`src/rtl/ramdl_pkg.sv`:
```
// Package ramdl_pkg
// Shared helpers for the RAM-based delay line.
// Assumes: depth values are at least 2.
package ramdl_pkg;

    // Address width needed to index a given number of entries (minimum 1).
    function automatic int unsigned addr_w(input int unsigned depth);
        int unsigned w;
        w = $clog2(depth);
        return (w < 1) ? 1 : w;
    endfunction

endpackage

```
`src/rtl/ramdl_wrap_ctr.sv`:
```
// Module ramdl_wrap_ctr
// A free-running address counter. It counts 0..DEPTH-1 and wraps to 0.
// It loads RESET_VAL on a synchronous active-low reset.
// Assumes: RESET_VAL < DEPTH, DEPTH >= 2.
module ramdl_wrap_ctr #(
    parameter int unsigned DEPTH     = 64,
    parameter int unsigned AW        = 6,
    parameter int unsigned RESET_VAL = 0
) (
    input  logic          clk,
    input  logic          rst_n,
    output logic [AW-1:0] ptr
);
    localparam logic [AW-1:0] LAST  = AW'(DEPTH - 1);
    localparam logic [AW-1:0] START = AW'(RESET_VAL);

    logic [AW-1:0] ptr_q;

    // Advance one entry per clock, wrapping at the last entry.
    always_ff @(posedge clk) begin
        if (!rst_n)
            ptr_q <= START;
        else if (ptr_q == LAST)
            ptr_q <= '0;
        else
            ptr_q <= ptr_q + 1'b1;
    end

    assign ptr = ptr_q;
endmodule

```
`src/rtl/ramdl_store.sv`:
```
// Module ramdl_store
// A simple dual-port register array: one write and one registered read per
// clock. The array itself is not reset. The read register clears on reset.
// Assumes: the read and write addresses never match in a cycle, so a read
// never needs to see the word written in the same cycle.
module ramdl_store #(
    parameter int unsigned DATA_W = 16,
    parameter int unsigned DEPTH  = 64,
    parameter int unsigned AW     = 6
) (
    input  logic              clk,
    input  logic              rst_n,
    input  logic [AW-1:0]     wr_addr,
    input  logic [DATA_W-1:0] wr_data,
    input  logic [AW-1:0]     rd_addr,
    output logic [DATA_W-1:0] rd_data
);
    logic [DATA_W-1:0] mem_q [DEPTH];
    logic [DATA_W-1:0] rd_q;

    // Write the incoming word every cycle outside reset.
    always_ff @(posedge clk) begin
        if (rst_n)
            mem_q[wr_addr] <= wr_data;
    end

    // Register the word at the read address. It clears during reset.
    always_ff @(posedge clk) begin
        if (!rst_n)
            rd_q <= '0;
        else
            rd_q <= mem_q[rd_addr];
    end

    assign rd_data = rd_q;
endmodule

```
`src/rtl/ramdl_fill_mon.sv`:
```
// Module ramdl_fill_mon
// Counts the edges since reset release, saturating at DEPTH-1. It raises
// the valid flag after the DEPTH-th edge, the first edge at which the word
// written after release reaches the output register.
// Assumes: DEPTH >= 2.
module ramdl_fill_mon #(
    parameter int unsigned DEPTH = 64,
    parameter int unsigned AW    = 6
) (
    input  logic clk,
    input  logic rst_n,
    output logic filled
);
    localparam logic [AW-1:0] LAST = AW'(DEPTH - 1);

    logic [AW-1:0] cnt_q;
    logic          filled_q;

    // Saturating count of the edges seen since release.
    always_ff @(posedge clk) begin
        if (!rst_n)
            cnt_q <= '0;
        else if (cnt_q != LAST)
            cnt_q <= cnt_q + 1'b1;
    end

    // The flag follows the saturated count by one edge.
    always_ff @(posedge clk) begin
        if (!rst_n)
            filled_q <= 1'b0;
        else
            filled_q <= (cnt_q == LAST);
    end

    assign filled = filled_q;
endmodule

```
`src/rtl/ram_delay_line.sv`:
```
// Module ram_delay_line
// A fixed DEPTH-stage delay line whose words stay in place in a register
// array. Two wrapping counters, reset to entry 0 (read) and entry DEPTH-1
// (write), select the addresses. The output is registered.
// Assumes: DEPTH >= 2. The contents are meaningful only while dout_valid is 1.
module ram_delay_line #(
    parameter int unsigned DATA_W = 16,
    parameter int unsigned DEPTH  = 64
) (
    input  logic              clk,
    input  logic              rst_n,
    input  logic [DATA_W-1:0] din,
    output logic [DATA_W-1:0] dout,
    output logic              dout_valid
);
    localparam int unsigned AW = ramdl_pkg::addr_w(DEPTH);

    logic [AW-1:0] rd_ptr;
    logic [AW-1:0] wr_ptr;

    // Read counter starts at the first entry.
    ramdl_wrap_ctr #(.DEPTH(DEPTH), .AW(AW), .RESET_VAL(0)) rd_ctr_i (
        .clk  (clk),
        .rst_n(rst_n),
        .ptr  (rd_ptr)
    );

    // Write counter starts at the last entry, one behind the reader.
    ramdl_wrap_ctr #(.DEPTH(DEPTH), .AW(AW), .RESET_VAL(DEPTH - 1)) wr_ctr_i (
        .clk  (clk),
        .rst_n(rst_n),
        .ptr  (wr_ptr)
    );

    // Storage with a registered read.
    ramdl_store #(.DATA_W(DATA_W), .DEPTH(DEPTH), .AW(AW)) store_i (
        .clk    (clk),
        .rst_n  (rst_n),
        .wr_addr(wr_ptr),
        .wr_data(din),
        .rd_addr(rd_ptr),
        .rd_data(dout)
    );

    // Valid flag after the first complete fill.
    ramdl_fill_mon #(.DEPTH(DEPTH), .AW(AW)) fill_i (
        .clk   (clk),
        .rst_n (rst_n),
        .filled(dout_valid)
    );
endmodule

```
`config.mk`:
```
export PLATFORM = sky130hd
export DESIGN_NAME = ram_delay_line
export DESIGN_NICKNAME = d
export VERILOG_FILES = /design/src/rtl/ramdl_pkg.sv /design/src/rtl/ramdl_wrap_ctr.sv /design/src/rtl/ramdl_store.sv /design/src/rtl/ramdl_fill_mon.sv /design/src/rtl/ram_delay_line.sv
export SDC_FILE = /design/constraint.sdc
export NUM_CORES = 1
export LEC_CHECK = 0
export BUFFER_PORTS_ARGS = -buffer_cell sky130_fd_sc_hd__buf_2
export CAP_MARGIN = 15
export CORE_UTILIZATION = 35
export DETAILED_ROUTE_END_ITERATION = 6
export GPL_TIMING_DRIVEN = 1
export SYNTH_ARGS = -nofsm -noshare
export SYNTH_HDL_FRONTEND = slang
export SYNTH_HIERARCHICAL = 1
export SYNTH_SLANG_ARGS = --single-unit
```
`constraint.sdc`:
```
create_clock -name clk -period 3.5 [get_ports clk]
set_clock_uncertainty 0.15 [all_clocks]
set_input_delay 0.35 -clock clk [delete_from_list [all_inputs] [get_ports clk]]
set_output_delay 0.35 -clock clk [all_outputs]
set_load 0.03 [all_outputs]
```
* Word level (Yosys, flattened, before mapping)
Memories as Yosys holds them, arrays and structs flattened. A register that Yosys moved wholly into a read port is not among the register bits.
Index checks and enable logic that the tools add are counted.
** Storage, ports and cells
- Bits in registers :: 19
- Bits in writable memories :: 1024
- Word-level logic and storage cells :: 18
- Input bits :: 18
- Output and inout port bits :: 17
- Memories kept :: 1
** Memory list
- store_i.mem_q :: depth 64, width 16, rd ports 1, clocked after memory_dff 1, write ports 1, RTL line ramdl_store.sv:18 : logic [DATA_W-1:0] mem_q [DEPTH];
** Cells by class
- $add $sub $neg :: 3
- Mux-type cells :: 3
- Equal/unequal tests :: 4
- Bitwise gates (word level) :: 1
- Reductions and logical operators :: 2
** Operators with widths (number)
- adder 6 x 1 -> 6 bit (second input constant) :: 3
- equality test 6 bit (second input constant) :: 3
- two-way mux 6 bit :: 1
- inequality test 6 bit (second input constant) :: 1
- two-way mux 1 bit :: 2
- OR reduction 2 bit :: 1
- logical NOT 1 bit :: 1
- inverter 1 bit :: 1

* Longest topological paths before layout
- Depth in word-level cells :: 2
- Depth in mapped cells :: 11
- Gate-level depth less buffers :: 5

* Hierarchy
The synthesis kept the hierarchy.
** Modules (own cells, without submodules)
- ramdl_store :: instances 1, area each 39713.1 µm², cells an instance 1731, sequential area each 31069.8 µm²
- ramdl_fill_mon :: instances 1, area each 292.8 µm², cells an instance 31, sequential area each 140.1 µm²
- ramdl_wrap_ctr (wr_ctr_i) :: instances 1, area each 245.2 µm², cells an instance 23, sequential area each 120.1 µm²
- ramdl_wrap_ctr (rd_ctr_i) :: instances 1, area each 234.0 µm², cells an instance 24, sequential area each 120.1 µm²

* Worst setup path before layout
No wires, ideal clock.
- Kind :: input port to flip-flop
- Start point :: in rst_n
- End point :: mem store_i.mem_q[48][0] (enable)
- Path slack :: 0.743 ns
- Required time :: 2.941 ns
- Setup time :: 0.409 ns
- Path buffers :: 1
- Data arrival time :: 2.198 ns
- Cell stages on the path :: 4
- Cell sequence :: clkbuf_1 -> nand3_1 -> or3_1 -> nor3_1
** On the way
- Word-level cells in the longest chain between the ends :: 2
** RTL lines
- start, declared :: RTL line ram_delay_line.sv:11 : input logic rst_n,
- two-way mux 1 bit :: RTL line ramdl_store.sv:23 : if (rst_n)
- two-way mux 1 bit (implied by the code) :: RTL line ramdl_store.sv:24 : mem_q[wr_addr] <= wr_data;
- end, declared :: RTL line ramdl_store.sv:18
Every way passes these cells.

==> results.sh <==
export IMPL_min_path_type="primary input to register"
export IMPL_die_x_microns=342
export IMPL_setup_tns_ns=0
export IMPL_p_leak_nw=14.4
export IMPL_async_reset_ff_share_pct=0
export IMPL_rsz0062_at_grt="no"
export IMPL_synth_top_area_cell="edfxtp_1"
export IMPL_rr_worst_depth=6
export IMPL_vias_per_cell=5.35
export IMPL_synth_top_area_share_pct=76.0
export IMPL_place_gp_congestion=0.835
export IMPL_slew_headroom_pct=15.9
export IMPL_core_sq_um=115000
export IMPL_violations="design-rule violations"
export IMPL_status="complete, but fails checks"
export IMPL_synthesis_area_sq_um=40500
export IMPL_synth_distinct_cells=56
export IMPL_synth_area_leaders="edfxtp_1, mux4_2, dfxtp_1"
export IMPL_reg2reg_from="rd_ctr_i/ptr[0]$_SDFF_PP0_"
export IMPL_hold_viol_final=0
export IMPL_wire_per_inst_microns=27.4
export IMPL_synth_most_common_cell="edfxtp_1"
export IMPL_die_h_microns=342
export IMPL_synth_cells=1809
export IMPL_clk_pin_slew_worst_paths_ns=0.06
export IMPL_synth_common_cells="edfxtp_1, mux4_2, nor2_1"
export IMPL_cts_htree_levels=3
export IMPL_pin_count=35
export IMPL_path_max_fanout=44
export IMPL_drt_wl_total_mm=98.3
export IMPL_finalCriticalPeriod_ns=2.90
export IMPL_p_per_area_nw_per_um2=595
export IMPL_yosysWarnings=6
export IMPL_root_buffer="clkbuf_16"
export IMPL_clk_insertion_delay_late_ns=0.67
export IMPL_placed_cells=3382
export IMPL_numClockSinks=1059
export IMPL_drc_errors=4
export IMPL_final_cells=3591
export IMPL_drt_initial_drc_count=2348
export IMPL_maxSlewViolCount=0
export IMPL_hpwl_mm=59.8
export IMPL_syn_nets=1830
export IMPL_grt_max_degree=65
export IMPL_fin_crit_sh_pct=82.8
export IMPL_first_pass_iters=7
export IMPL_start_util_pct=35.4
export IMPL_track_usage_pct=16.9
export IMPL_cp_start_kind="register"
export IMPL_ys_ff_latch=1059
export IMPL_synth_edff_count=1024
export IMPL_numPortBuffers=34
export IMPL_crit_path_end="store_i/rd_data[0]$_SDFF_PN0_"
export IMPL_ant_nets=0
export IMPL_arrival_ns=3.33
export IMPL_cts_tree="yes"
export IMPL_critPathKind="register to register"
export IMPL_timing_reg2reg_setup_slack_ns=0.60
export IMPL_syn2layout_area_growth_pct=15.4
export IMPL_layout_drive_gt1_share_pct=29.5
export IMPL_syn_avg_cell_area_sq_um=22.4
export IMPL_cts_setup_buffers=0
export IMPL_holdPathStages=1
export IMPL_grt_pass1_wl_mm=142
export IMPL_cts_buffer_depth=3
export IMPL_synth_flop_cell="edfxtp_1"
export IMPL_vdd_drop_max_mv=0.436
export IMPL_grt_pass1_vias=19600
export IMPL_dieArea_sq_um=117000
export IMPL_fmaxAchievable_mhz=345
export IMPL_worstMarginPinSlew_ns=1.26
export IMPL_dr_total_vias=19200
export IMPL_final_nets=2005
export IMPL_numCtsBuffers=107
export IMPL_reg2reg_to="store_i/rd_data[0]$_SDFF_PN0_"
export IMPL_crit_start="rd_ctr_i/ptr[0]$_SDFF_PP0_"
export IMPL_worstPathRequired_ns=3.94
export IMPL_antenna_found_initial=7
export IMPL_grt_overflow=0
export IMPL_max_cap_viol_count=0
export IMPL_rows=124
export IMPL_setup_violations_final=0
export IMPL_seq_area_frac_synth_pct=77.7
export IMPL_end_kind="register"
## worst max-delay path: stages (launching register included)
cell      delay (ns)
dfxtp_4         0.55
buf_12          0.36
mux4_2          0.57
o22ai_1         0.44
a211oi_1        0.23
buf_4           0.20
a22o_1          0.22
## kinds of logic (layout without fill, tap and decap cells)
kind of cell | after synthesis | in the layout | synth area share (%)
flops | 1059 | 1059 | 77.7
fa+ha+maj | 3 | 3 | 0.0927
other cells | 0 | 4 | 0
mux | 319 | 319 | 16.0
buf+inv | 100 | 366 | 1.45
compound gates | 141 | 141 | 2.43
xor+xnor | 7 | 7 | 0.151
simple gates | 180 | 180 | 2.16
## flip-flops by register name, indices dropped and copies added (netlist names)
signal / flops
fill_i/cnt_q: 6
fill_i/filled: 1
rd_ctr_i/ptr: 6
store_i/mem_q: 1024
store_i/rd_data: 16
wr_ctr_i/ptr: 6
## placed cells by master, fill, tap and decap left out, types with 24 or more instances in the layout
cell       Yosys  routed
o22ai_1       31      31
clkinv_2       0      26
dfxtp_1       35      32
nor2_1        78      63
mux2i_1       57      57
clkbuf_16      0     109
buf_2         21      35
buf_4         18     110
mux4_2       256     256
edfxtp_1    1024    1024
clkinv_1       0      24
nand2_1       27      27
## metal layers
| metal | vias to the layer above | track usage [%] | routed length (microns) |
|---|---|---|---|
| met3 | 146 | 3.25 | 6410 |
| met1 | 10400 | 23.2 | 41500 |
| met4 | 4 | 5.28 | 2960 |
| met2 | 680 | 27.2 | 47400 |
| li1 | 8016 | - | - |
| met5 | - | 0 | 22 |
## power by group
part,switching [mW],internal [mW]
registers,0.213,14.3
clock network,4.79,6.51
logic,1.25,0.759
total,6.26,21.5
## through the flow
| stage | worst slack [ns] | hold WS, ns | utilization (%) | total power, mW | instance area [sq um] |
|---|---|---|---|---|---|
| after CTS | 0.439 | 0.00419 | 40.7 | 28.0 | 46600 |
| after global placement | 0.475 | 0.316 | 37.6 | 16.7 | 43100 |
| after detailed placement | 0.505 | 0.349 | 37.7 | 16.8 | 43100 |
| after floorplan | 0.743 | 0.259 | - | 15.9 | 40500 |
| after global routing | 0.512 | 0.0313 | 40.8 | 28.6 | 46700 |
| final | 0.601 | 0.0325 | 40.8 | 27.8 | 46700 |
## final cells by class
type,instances,area (sq um)
sequential,1059,31500
clock inverter,74,702
inverter,4,15.0
fill,9927,67800
tap,1512,1890
multi-input combinational,650,8500
antenna,4,10.0
clock buffer,126,2810
timing repair buffer,162,1320
## worst min-delay path by stage
stage	start	endpoint	slack, ns
6_report	din[8]	store_i/mem_q[9][8]$_DFFE_PP_	0.03
5_1_grt	din[8]	store_i/mem_q[14][8]$_DFFE_PP_	0.03
4_1_cts	din[8]	store_i/mem_q[8][8]$_DFFE_PP_	0.004
3_5_place_dp	fill_i/cnt_q[1]$_SDFFE_PN0P_	fill_i/cnt_q[1]$_SDFFE_PN0P_	0.35
3_3_place_gp	fill_i/cnt_q[1]$_SDFFE_PN0P_	fill_i/cnt_q[1]$_SDFFE_PN0P_	0.32
2_1_floorplan	rst_n	wr_ctr_i/ptr[0]$_SDFF_PN1_	0.26
## timing repair
action | 4_1_cts | 5_1_grt
endpoints found under the setup margin | 0 | 0
hold buffers | 1 | 1
endpoints found under the hold margin | 7 | 16
resized for setup | 0 | 0
(Power assumes the default switching activity.)
